`src/rtl/dti_pkg.sv`:
```
package dti_pkg;
  localparam int unsigned NUM_CH = 2;
  typedef enum logic {CH_A = 1'b0, CH_B = 1'b1} ch_e;
endpackage

```
`src/rtl/dti_timer.sv`:
```
module dti_timer #(
  parameter int unsigned DT_W = 10
) (
  input  logic            clk_i,
  input  logic            rst_ni,
  input  logic            load_i,
  input  logic [DT_W-1:0] dead_cnt_i,
  output logic            expired_o
);
  logic [DT_W-1:0] cnt_q;

  // reset leaves the interval expired
  always_ff @(posedge clk_i or negedge rst_ni) begin
    if (!rst_ni)             cnt_q <= '0;
    else if (load_i)         cnt_q <= dead_cnt_i;
    else if (cnt_q != '0)    cnt_q <= cnt_q - DT_W'(1);
  end

  assign expired_o = (cnt_q == '0);

  a_r9_capture: assert property (@(posedge clk_i) disable iff (!rst_ni)
    load_i |=> cnt_q == $past(dead_cnt_i));
  a_r4_count_down: assert property (@(posedge clk_i) disable iff (!rst_ni)
    (!load_i && cnt_q != '0) |=> cnt_q == $past(cnt_q) - DT_W'(1));
endmodule

```
`src/rtl/dti_chan.sv`:
```
module dti_chan #(
  parameter int unsigned DT_W = 10
) (
  input  logic            clk_i,
  input  logic            rst_ni,
  input  logic [DT_W-1:0] dead_cnt_i,
  input  logic            cmd_own_i,
  input  logic            cmd_opp_i,
  input  logic            cmd_opp_q_i,
  input  logic            drv_opp_i,
  output logic            drv_o
);
  logic evt, expired, drv_d, drv_q;

  // opposite side turns off: its command fell, or overlap forces it low
  assign evt = (cmd_opp_q_i & ~cmd_opp_i) | (drv_opp_i & cmd_own_i & cmd_opp_i);

  dti_timer #(.DT_W(DT_W)) u_timer (
    .clk_i      (clk_i),
    .rst_ni     (rst_ni),
    .load_i     (evt),
    .dead_cnt_i (dead_cnt_i),
    .expired_o  (expired)
  );

  assign drv_d = cmd_own_i & ~cmd_opp_i & expired & ~evt;

  always_ff @(posedge clk_i or negedge rst_ni) begin
    if (!rst_ni) drv_q <= 1'b0;
    else         drv_q <= drv_d;
  end

  assign drv_o = drv_q;

  a_r4_no_early_rise: assert property (@(posedge clk_i) disable iff (!rst_ni)
    $rose(drv_q) |-> $past(expired));
  a_r7_opp_fall_holds_low: assert property (@(posedge clk_i) disable iff (!rst_ni)
    (cmd_opp_q_i && !cmd_opp_i) |=> !drv_q);
endmodule

```
`src/rtl/dead_time_interlock.sv`:
```
module dead_time_interlock
  import dti_pkg::*;
#(
  parameter int unsigned DT_W = 10
) (
  input  logic            clk_i,
  input  logic            rst_ni,
  input  logic [DT_W-1:0] dead_cnt_i,
  input  logic            cmd_a_i,
  input  logic            cmd_b_i,
  output logic            drv_a_o,
  output logic            drv_b_o
);
  logic [NUM_CH-1:0] cmd, cmd_q, drv;

  assign cmd[CH_A] = cmd_a_i;
  assign cmd[CH_B] = cmd_b_i;

  always_ff @(posedge clk_i or negedge rst_ni) begin
    if (!rst_ni) cmd_q <= '0;
    else         cmd_q <= cmd;
  end

  for (genvar c = 0; c < NUM_CH; c++) begin : g_ch
    localparam int unsigned OPP = NUM_CH - 1 - c;
    dti_chan #(.DT_W(DT_W)) u_chan (
      .clk_i       (clk_i),
      .rst_ni      (rst_ni),
      .dead_cnt_i  (dead_cnt_i),
      .cmd_own_i   (cmd[c]),
      .cmd_opp_i   (cmd[OPP]),
      .cmd_opp_q_i (cmd_q[OPP]),
      .drv_opp_i   (drv[OPP]),
      .drv_o       (drv[c])
    );

    a_r3_fall_low: assert property (@(posedge clk_i) disable iff (!rst_ni)
      !cmd[c] |=> !drv[c]);
    a_r2_needs_cmd: assert property (@(posedge clk_i) disable iff (!rst_ni)
      drv[c] |-> $past(cmd[c] && !cmd[OPP]));
  end

  assign drv_a_o = drv[CH_A];
  assign drv_b_o = drv[CH_B];

  a_r1_exclusive: assert property (@(posedge clk_i) disable iff (!rst_ni)
    !(drv_a_o && drv_b_o));
  a_r6_overlap_off: assert property (@(posedge clk_i) disable iff (!rst_ni)
    (cmd_a_i && cmd_b_i) |=> (!drv_a_o && !drv_b_o));
  a_r8_reset_low: assert property (@(posedge clk_i)
    !rst_ni |-> (!drv_a_o && !drv_b_o));
endmodule

```
`config.mk`:
```
export PLATFORM = sky130hd
export DESIGN_NAME = dead_time_interlock
export DESIGN_NICKNAME = d
export VERILOG_FILES = /design/src/rtl/dti_pkg.sv /design/src/rtl/dti_timer.sv /design/src/rtl/dti_chan.sv /design/src/rtl/dead_time_interlock.sv
export SDC_FILE = /design/constraint.sdc
export NUM_CORES = 1
export LEC_CHECK = 0
export BUFFER_PORTS_ARGS = -buffer_cell sky130_fd_sc_hd__buf_2
export CAP_MARGIN = 20
export CORE_AREA = 5 5 73 75
export DETAILED_ROUTE_END_ITERATION = 12
export DIE_AREA = 0 0 78 80
export GPL_TIMING_DRIVEN = 0
export PLACE_DENSITY_LB_ADDON = 0.12
export SYNTH_ARGS = -nofsm -noshare
export SYNTH_HDL_FRONTEND = slang
export SYNTH_HIERARCHICAL = 1
export SYNTH_SLANG_ARGS = --single-unit
export TNS_END_PERCENT = 100
```
`constraint.sdc`:
```
create_clock -name clk_i -period 1.5 [get_ports clk_i]
set_input_delay 0.225 -clock clk_i [delete_from_list [all_inputs] [get_ports clk_i]]
set_output_delay 0.225 -clock clk_i [all_outputs]
set_load 0.02 [all_outputs]
```
# Word-level counts from Yosys, hierarchy flattened
# Cells that the tools add are included.
dict set report op_classes {
  muxes 4
  n_reduce_logical 6
  bitwise_logic 18
  addsub 2
}
# operator count
set ops {}
lappend ops {{10-bit 2-to-1 mux} 4}
lappend ops {{10-bit logical NOT} 2}
lappend ops {{10-bit nonzero test} 2}
lappend ops {{10-bit by 1-bit subtractor with 10-bit output, second input constant} 2}
lappend ops {{1-bit bitwise AND} 12}
lappend ops {{1-bit NOT} 4}
lappend ops {{2-bit nonzero test} 2}
lappend ops {{1-bit bitwise OR} 2}
dict set report word_totals {
  register_bits 24
  output_inout_bits 2
  in_bits 14
  word_cells 35
}

# Longest topological paths before layout
# Gate-level depths: netlist of run 1.
dict set report depth {
  ltp_word 5
  depth_mapped 7
  ltp_nobuf 6
}

# Hierarchy
# Netlist of run 1, hierarchy kept.
# module instances cells_each seq_area_each_um2 area_per_inst_um2
set by_module_without_submodules {}
lappend by_module_without_submodules {dti_timer 2 67 250.2 594.3}
lappend by_module_without_submodules {dti_chan 2 5 25.0 51.3}
lappend by_module_without_submodules {dead_time_interlock 1 2 50.0 50.0}

# Least setup slack after synthesis of run 1
# Ideal clock, no wire load.
dict set report synth_timing {
  path_type {register to register}
  startpoint {reg g_ch[0].u_chan.u_timer.cnt_q[3]}
  endpoint {reg g_ch[0].u_chan.u_timer.cnt_q[1]}
  t_required_ps 1375
  setup_ps 125
  path_stages_with_launch 5
  path_slack_ps 11
  synth_period_minus_slack_ps 1489
  path_buffers 0
  t_arrival_ps 1365
  path_cell_list {dfrtp_1 nor4_4 nand3_1 mux2i_1 mux2_2}
}
dict set report synth_between {
  elab_chain_len 2
}
# item line_no
set synth_rtl {}
lappend synth_rtl {{start, declared} dti_timer.sv:10} ;# logic [DT_W-1:0] cnt_q;
lappend synth_rtl {{start signal, assigned} dti_timer.sv:15} ;# else if (load_i) cnt_q <= dead_cnt_i;
lappend synth_rtl {{start signal, assigned} dti_timer.sv:16} ;# else if (cnt_q != '0) cnt_q <= cnt_q - DT_W'(1);
lappend synth_rtl {{10-bit nonzero test} dti_timer.sv:16}
lappend synth_rtl {{2-bit nonzero test (no line)} --}
# No other way between the ends.
# A chain may end at the register's enable or synchronous reset.

# Final worst setup path of run 1
dict set report layout_timing {
  startpoint {reg g_ch[0].u_chan.u_timer.cnt_q[6]}
  endpoint {reg g_ch[0].u_chan.u_timer.cnt_q[1]}
}
# The elaborated chain is that of the path after synthesis.

==> results of run 1 <==
==> cell usage after synthesis <==
master	count
ha_1	2
a21oi_1	10
nor3_1	4
nand3_1	6
o31ai_1	2
xnor2_1	4
nand2b_1	2
nor2b_1	6
mux2_2	2
mux2i_1	8
clkbuf_1	4
nand2_1	16
and4bb_2	2
inv_1	10
nor4_4	2
xor2_1	6
dfrtp_1	24
nor2_1	22
nor3b_2	2
a211oi_1	4
nor4_1	2
o21ai_0	6
==> final timing paths <==
path	from	to
setup / recovery	g_ch[0].u_chan/u_timer/cnt_q[6]	g_ch[0].u_chan/u_timer/cnt_q[1]
hold / removal	cmd_b_i	cmd_q[1]
setup reg to reg	g_ch[0].u_chan/u_timer/cnt_q[6]	g_ch[0].u_chan/u_timer/cnt_q[1]
hold reg to reg	cmd_q[0]	g_ch[1].u_chan/drv_o
max in group asynchronous	rst_ni	g_ch[1].u_chan/u_timer/cnt_q[4]
min in group asynchronous	rst_ni	g_ch[1].u_chan/u_timer/cnt_q[9]
==> sequential cells by signal, indices dropped and copies added (netlist names) <==
signal / count
g_ch.u_chan/drv_o: 2
g_ch.u_chan/u_timer/cnt_q: 20
cmd_q: 2
==> through the flow <==
stage          instances  area [sq um]  utilization (%)  hold WS, ns  setup WS [ns]
6_report             231          1780             38.7        0.122        -0.0223
5_1_grt              231          1780             38.7        0.121         -0.134
4_1_cts              226          1650             35.9        0.112        -0.0544
3_5_place_dp         215          1480             32.3        0.256         -0.167
3_3_place_gp         215          1480             32.3        0.256         -0.176
2_1_floorplan        146          1340                -      -0.0706         0.0107
==> cell families after synthesis <==
logic type	count (synthesis)	share of synthesized area, %
AO/OA/AOI/OAI	22	9.33
AND/OR/NAND/NOR	64	25.9
XOR/XNOR	10	6.53
adder cells (fa/ha/maj)	2	1.87
multiplexers	10	7.65
flip-flops	24	44.8
buffers and inverters	14	3.92
==> timing repair <==
item | CTS | global route
buffers inserted | 6 | 5
pin swaps | 6 | 7
hold buffers | 1 | 0
gates resized for setup | 18 | 24
hold endpoints to repair | 24 | 0
setup endpoints to repair | 18 | 19
==> power breakdown <==
| group | internal [mW] | switching, mW | leakage, nW |
|---|---|---|---|
| clock network | 0.234 | 0.205 | 0.0288 |
| registers | 0.834 | 0.260 | 0.278 |
| logic | 0.496 | 0.417 | 0.474 |
==> metal layers <==
metal	vias to the layer above	global-route usage, %	part of all wire (%)
met2	20	16.2	44
met1	527	15.6	51
li1	558	-	-
met4	0	1.52	0.48
met3	2	2.93	5.0
met5	-	0	0
==> cell type report <==
class / count / area (sq um)
buffer: 4 / 22.5
clock buffer: 4 / 55.1
tap: 54 / 67.6
timing repair buffer: 27 / 175
inverter: 10 / 40.0
multi-input combinational: 108 / 817
fill: 483 / 2820
sequential: 24 / 604
==> critical path, delay by kind of cell (launching register included) <==
family           cells  cell delay (ns)
DFF                  1             0.43
and+or+nand+nor      2             0.58
muxes                2             0.41
==> impl_metrics.toml, run 1 <==
[drt]
drt-total-wl_um = 3130
ant_nets = 0
drc = 0
post_drt_wl_per_cell_um = 13.6
vias = 1107
drtIter0Drc = 49
first_pass_iters = 4
viasPerCell = 4.79

[worst_setup_path]
critPathMaxStageDelay_ns = 0.43
rrSetupSlack_ns = -0.02
critPathMaxFanout = 5
arrival_ns = 1.68
cp-end-kind = "flop"
worstPathCellList = "nor4_4 -> nand3_2 -> mux2i_1 -> mux2_4"
cp_slowest_cell = "dfrtp_2"
cp-start-kind = "flop"
crit_type = "flop to flop"
required_ns = 1.65
reg2reg_depth = 4

[yosys]
yosysSeqAreaShare_pct = 44.8
ys_types = 22
syn-num-nets = 162
syn_area_sq_mm = 0.00134
ys_top_cells_by_area = "dfrtp_1, nor2_1, mux2i_1"
synth.largest_area_cell = "dfrtp_1"
syn_area_per_cell_sq_um = 9.19
yosys_register_bits = 24
synth_warnings = 6
yosysTopAreaCellShare_pct = 44.8
syn_inst = 146

[cells_and_area]
layout.nets = 194
area_delta_synth_final_pct = 32.8
final_common_cell = "nor2_1"
drive_gt1_share_pct = 37.9
mostFrequentLayoutCells = "nor2_1, dfrtp_1, nand2_1, buf_2, a21oi_1"
antenna_cells = 0

[die]
die_h_um = 80
io_pins = 16
core-area_sq_mm = 0.00460
rows = 25
die-width_um = 78
start_util_pct = 29.2
dieArea_sq_mm = 0.00624

[place]
hpwl_um = 2300
numPortBuffers = 15
gp_congestion = 0.802

[sta]
max_slew_margin_pct = 62.6
fmax_mhz = 657
period_needed_ns = 1.52
hold_viol_final = 0
finalSetupTns_ns = -0.0395
max_slew.worst_pin.slew_ns = 0.561
setup_viol = 2
fin_skew_ns = 0.00190
rsz0062_at_grt = "true"
post-route-period-util_pct = 101
finalMaxSlewViolations = 0
worst_slack_ns = -0.0223

[power]
ir_worst_vdd_mv = 0.540
p_leak_nw = 0.781
power.density_mw_per_mm2 = 1370
power_mw = 2.45

[outcome]
status = "complete, but fails checks"
violations = "setup timing"

[clock_network]
clockRootBuffer = "clkbuf_8"
numCtsBuffers = 3
cts_tree = "done"
clockBufferDepth = 2
cts_max_level = 1
cts.clk_slew.worst_paths_ns = 0.08
clk_latency_ns = 0.26
clock_sinks = 24

[global_route]
grt_pass1_wl_um = 5340
grt_start_max_net_pins = 25
track_usage_pct = 10.7
grt-ovfl-total = 0
antenna_found_initial = 0
grt_pass1_vias = 1130

[worst_hold_path]
hold_path_class = "input pin to flop"
hold_depth = 1

[flow_run]
drv_cap = 0
Note: power is estimated with default switching activity, not from simulation.
==> inputs of run 2 (changes only) <==
Settings changed: GPL_TIMING_DRIVEN 0 to not set.
==> run 2 against run 1 <==
The run still ends with setup timing left. Count of clock-buffer cells in the layout decreased by 1. Cell area increased by 3.7%. Wire length increased by 5.6%. Non-clock buffer count increased by 12. Via count increased by 1.8%. Cell count increased by 4.8%. Sequential power decreased by 6%. Clock skew about the same. Register-to-register slack about the same. Sequential cell count unchanged. Clock power decreased by 13%.
==> impl_metrics.toml, run 2 (synthesized netlist as in run 1, its figures left out) <==
[place]
place_ws_ns = -0.0668
hpwl_um = 2530
numPortBuffers = 15
gp_congestion = 0.850

[sta]
rsz0062_at_grt = "true"
fmax_mhz = 654
fin_skew_ns = 0.00232
max_slew.worst_pin.slew_ns = 0.576
finalSetupTns_ns = -0.0468
period_needed_ns = 1.53
setup_viol = 2
hold_viol_final = 0
whs_ns = 0.126
max_slew_margin_pct = 61.6
finalMaxSlewViolations = 0
worst_slack_ns = -0.0287
post-route-period-util_pct = 102

[power]
p_int_mw = 1.62
seq_power_share_pct = 40.7
clkPwrFrac_pct = 15.2
netSwitchingFraction_pct = 35.9
p_leak_nw = 0.834
power.density_mw_per_mm2 = 1370
p_switching_mw = 0.909
comb_power_share_pct = 44.2
ir_worst_vdd_mv = 0.469

[worst_setup_path]
cp-start-kind = "flop"
required_ns = 1.66
crit_type = "flop to flop"
arrival_ns = 1.69
critPathMaxFanout = 5
cp-end-kind = "flop"

[global_route]
antenna_found_initial = 0
track_usage_pct = 11.1
grt_pass1_wl_um = 5550
grt_pass1_vias = 1233
grt-ovfl-total = 0
grt_start_max_net_pins = 25

[cells_and_area]
fill_cells = 480
fin_util_pct = 40.2
drive_gt1_share_pct = 38.8
largest_reg_flops = 20
mostFrequentLayoutCells = "buf_4, dfrtp_1, nor2_1"
final_common_cell = "buf_4"
multiInputGateArea_sq_um = 806
layout.nets = 206
largest-register = "g_ch.u_chan/u_timer/cnt_q"
antenna_cells = 0
ff_latch_area_sq_um = 603
area_delta_synth_final_pct = 37.7

[die]
rows = 25
start_util_pct = 29.2
io_pins = 16
core-area_sq_mm = 0.00460
die-width_um = 78
dieArea_sq_mm = 0.00624
die_h_um = 80

[drt]
viasPerCell = 4.66
first_pass_iters = 4
drc = 0
post_drt_wl_per_cell_um = 13.7
ant_nets = 0
drt-total-wl_um = 3310
vias = 1127
drtIter0Drc = 30

[outcome]
status = "complete, but fails checks"
violations = "setup timing"

[clock_network]
clock_sinks = 24
clockBufferDepth = 2
cts.clk_slew.worst_paths_ns = 0.08
cts_max_level = 1
numCtsBuffers = 3
clockRootBuffer = "clkbuf_8"
cts_tree = "done"
clk_latency_ns = 0.26

[flow_run]
drv_cap = 0

[worst_hold_path]
hold_path_class = "input pin to flop"
run 2: cell types whose count changed in the layout (fill, tap and decap cells not counted), sizes merged:
cell,before,now
buf,26,42
clkbuf,8,3
run 2: power by group through the flow:
| stage | sequential, mW | clock (mW) | combinational, mW |
|---|---|---|---|
| 5_1_grt | 1.05 | 0.443 | 1.23 |
| 3_3_place_gp | 1.01 | 0 | 0.906 |
| 2_1_floorplan | 1.03 | 0 | 0.506 |
| 4_1_cts | 1.00 | 0.409 | 0.946 |
| 3_5_place_dp | 1.01 | 0 | 0.920 |
| 6_report | 1.03 | 0.384 | 1.12 |
run 2: stage by stage:
step                      instances  instance area (sq um)  total power, mW
after floorplan                 146                   1340             1.53
after global placement          235                   1650             1.91
after detailed placement        235                   1650             1.93
after CTS                       239                   1720             2.36
after global routing            242                   1850             2.72
final                           242                   1850             2.53
run 2: final cells by class:
type	count	area share, %
tap	54	3.66
inverter	10	2.03
multi-input combinational	108	43.6
clock buffer	3	2.24
timing repair buffer	43	15.8
sequential	24	32.7
run 2: timing repair:
action                                 4_1_cts  5_1_grt
gates resized for setup                      4       26
pin swaps                                    1        6
endpoints found under the hold margin       24        0
setup endpoints to repair                    7       17
hold buffers                                 1        0
buffers inserted                             0        3
cloned                                       0        0
run 2: path summary, 6_finish.rpt:
check                                                start                               to  slack (ns)  depth (start not counted)
min in group asynchronous                           rst_ni  g_ch[1].u_chan/u_timer/cnt_q[9]        0.48                          2
hold / removal                                     cmd_b_i                         cmd_q[1]        0.13                          1
setup / recovery           g_ch[0].u_chan/u_timer/cnt_q[3]  g_ch[0].u_chan/u_timer/cnt_q[1]       -0.03                          4
setup reg to reg           g_ch[0].u_chan/u_timer/cnt_q[3]  g_ch[0].u_chan/u_timer/cnt_q[1]       -0.03                          4
hold reg to reg                                   cmd_q[0]             g_ch[1].u_chan/drv_o        0.61                          1
max in group asynchronous                           rst_ni  g_ch[1].u_chan/u_timer/cnt_q[4]        0.61                          2
run 2: worst max-delay path: stages, from the launching register on:
cell     delay, ns
dfrtp_1       0.41
nor4_4        0.40
nand3_2       0.19
mux2i_1       0.16
mux2_4        0.26
run 2: metal layers:
metal	routed length [um]	GRT usage [%]	up-vias
li1	-	-	576
met1	1630	14.7	526
met2	1510	17.8	21
met3	134	2.71	4
met4	29	3.21	0
met5	0	0	-
==> inputs of run 3 (changes only) <==
Settings changed: PLACE_DENSITY set to 0.52, PLACE_DENSITY_LB_ADDON 0.12 to not set.
==> run 3 against run 2 <==
The flow still finishes with violations (setup timing). Cell count unchanged. Total power grew 5.8%. Count of clock-buffer cells in the layout stayed put. Worst hold slack worse by 0.0066 ns. Core utilization up 0.22 points. Global-route usage down 0.10 points. Combinational power shrank 6%. Cell area up 0.54%. Critical endpoint unchanged. Highest routed layer unchanged.
==> impl_metrics.toml, run 3 (synthesized netlist as in run 1, its figures left out) <==
[worst_setup_path]
required_ns = 1.66
cp-start-kind = "flop"
cp.depth = 5
cp_num_buf_inv = 1
arrival_ns = 1.67
crit_type = "flop to flop"
cp_slowest_cell = "dfrtp_2"
cp-end-kind = "flop"
worstPathCellList = "nor4_4 -> buf_4 -> nand3_4 -> mux2i_1 -> mux2_4"
critPathMaxFanout = 4
reg2reg_depth = 5
worst_path_dominant_cell_family = "flip-flops"
critPathMaxStageDelay_ns = 0.45

[clock_network]
cts_tree = "done"
clock_sinks = 24
clockBufferDepth = 2
numCtsBuffers = 3
cts_max_level = 1
clk_latency_ns = 0.27
cts.clk_slew.worst_paths_ns = 0.09
clockRootBuffer = "clkbuf_8"

[sta]
hold_viol_final = 0
max_slew.worst_pin.slew_ns = 0.560
fmax_mhz = 663
rsz0062_at_grt = "true"
setup_viol = 1
finalMaxSlewViolations = 0
worst_slack_ns = -0.00853
finalSetupTns_ns = -0.00853
max_slew_margin_pct = 62.7
post-route-period-util_pct = 101
period_needed_ns = 1.51
fin_skew_ns = 0.00142

[drt]
drc = 0
first_pass_iters = 4
post_drt_wl_per_cell_um = 13.5
ant_nets = 0
vias = 1137
drtIter0Drc = 50
wl_met3_um = 215
topRoutingLayerUsed = "met4"
wl_met2_um = 1460
drt-total-wl_um = 3260
viasPerCell = 4.70
wl_met1_um = 1540

[cells_and_area]
drive_gt1_share_pct = 37.2
largest_reg_flops = 20
layout.nets = 205
final_common_cell = "buf_4"
area_delta_synth_final_pct = 38.4
largest-register = "g_ch.u_chan/u_timer/cnt_q"
final_area_sq_mm = 0.00186
fin_util_pct = 40.4
mostFrequentLayoutCells = "buf_4, dfrtp_1, nor2_1"
antenna_cells = 0

[global_route]
grt_pass1_wl_um = 5500
grt_pass1_vias = 1170
antenna_found_initial = 0
track_usage_pct = 11.0
grt_start_max_net_pins = 25
grt-ovfl-total = 0

[die]
io_pins = 16
die_h_um = 80
core-area_sq_mm = 0.00460
rows = 25
dieArea_sq_mm = 0.00624
start_util_pct = 29.2
die-width_um = 78

[worst_hold_path]
hold_depth = 1
hold_path_class = "input pin to flop"

[power]
p_leak_nw = 0.835
ir_worst_vdd_mv = 0.594
power.density_mw_per_mm2 = 1440

[place]
place_ws_ns = -0.0257
gp_congestion = 0.796
dpl_cell_area_sq_mm = 0.00162
hpwl_um = 2360
numPortBuffers = 15

[outcome]
violations = "setup timing"
status = "complete, but fails checks"

[flow_run]
drv_cap = 0
[run 3: worst paths after layout]
path,startpoint,slack [ns],endpoint
max,g_ch[0].u_chan/u_timer/cnt_q[4],-0.009,g_ch[0].u_chan/u_timer/cnt_q[1]
min,cmd_b_i,0.12,cmd_q[1]
max reg2reg,g_ch[0].u_chan/u_timer/cnt_q[4],-0.009,g_ch[0].u_chan/u_timer/cnt_q[1]
min reg2reg,cmd_q[1],0.61,g_ch[0].u_chan/drv_o
max in group asynchronous,rst_ni,0.63,g_ch[0].u_chan/u_timer/cnt_q[4]
min in group asynchronous,rst_ni,0.48,g_ch[0].u_chan/u_timer/cnt_q[8]
[run 3: timing repair]
action	CTS	global route
resized for setup	3	25
hold buffers	1	0
pin swaps	0	5
setup buffers	0	6
endpoints found under the hold margin	24	0
endpoints found under the setup margin	5	18
[run 3: area by class of cell]
class,instances,area [sq um]
Clock buffer,3,41.3
Fill cell,470,2740
Tap cell,54,67.6
Multi-Input combinational cell,108,792
Timing Repair Buffer,42,284
Clock inverter,1,30.0
Inverter,10,40.0
Sequential cell,24,602
[run 3: routing by layer]
metal  vias up  global-route usage (%)
met1       527                    14.4
met3         4                    3.72
met5         -                       0
li1        578                       -
met2        28                    16.9
met4         0                    3.55
[run 3: report_power, final]
part	internal, mW	leakage (nW)	switching (mW)
logic	0.580	0.520	0.467
clock network	0.357	0.0357	0.217
registers	0.830	0.280	0.229
[run 3: stage by stage]
step	cells	hold WS, ns	power [mW]
global route	242	0.111	2.88
detailed placement	231	0.251	1.86
CTS	236	0.114	2.45
global placement	231	0.244	1.82
finish	242	0.119	2.68
floorplan	146	-0.0706	1.53
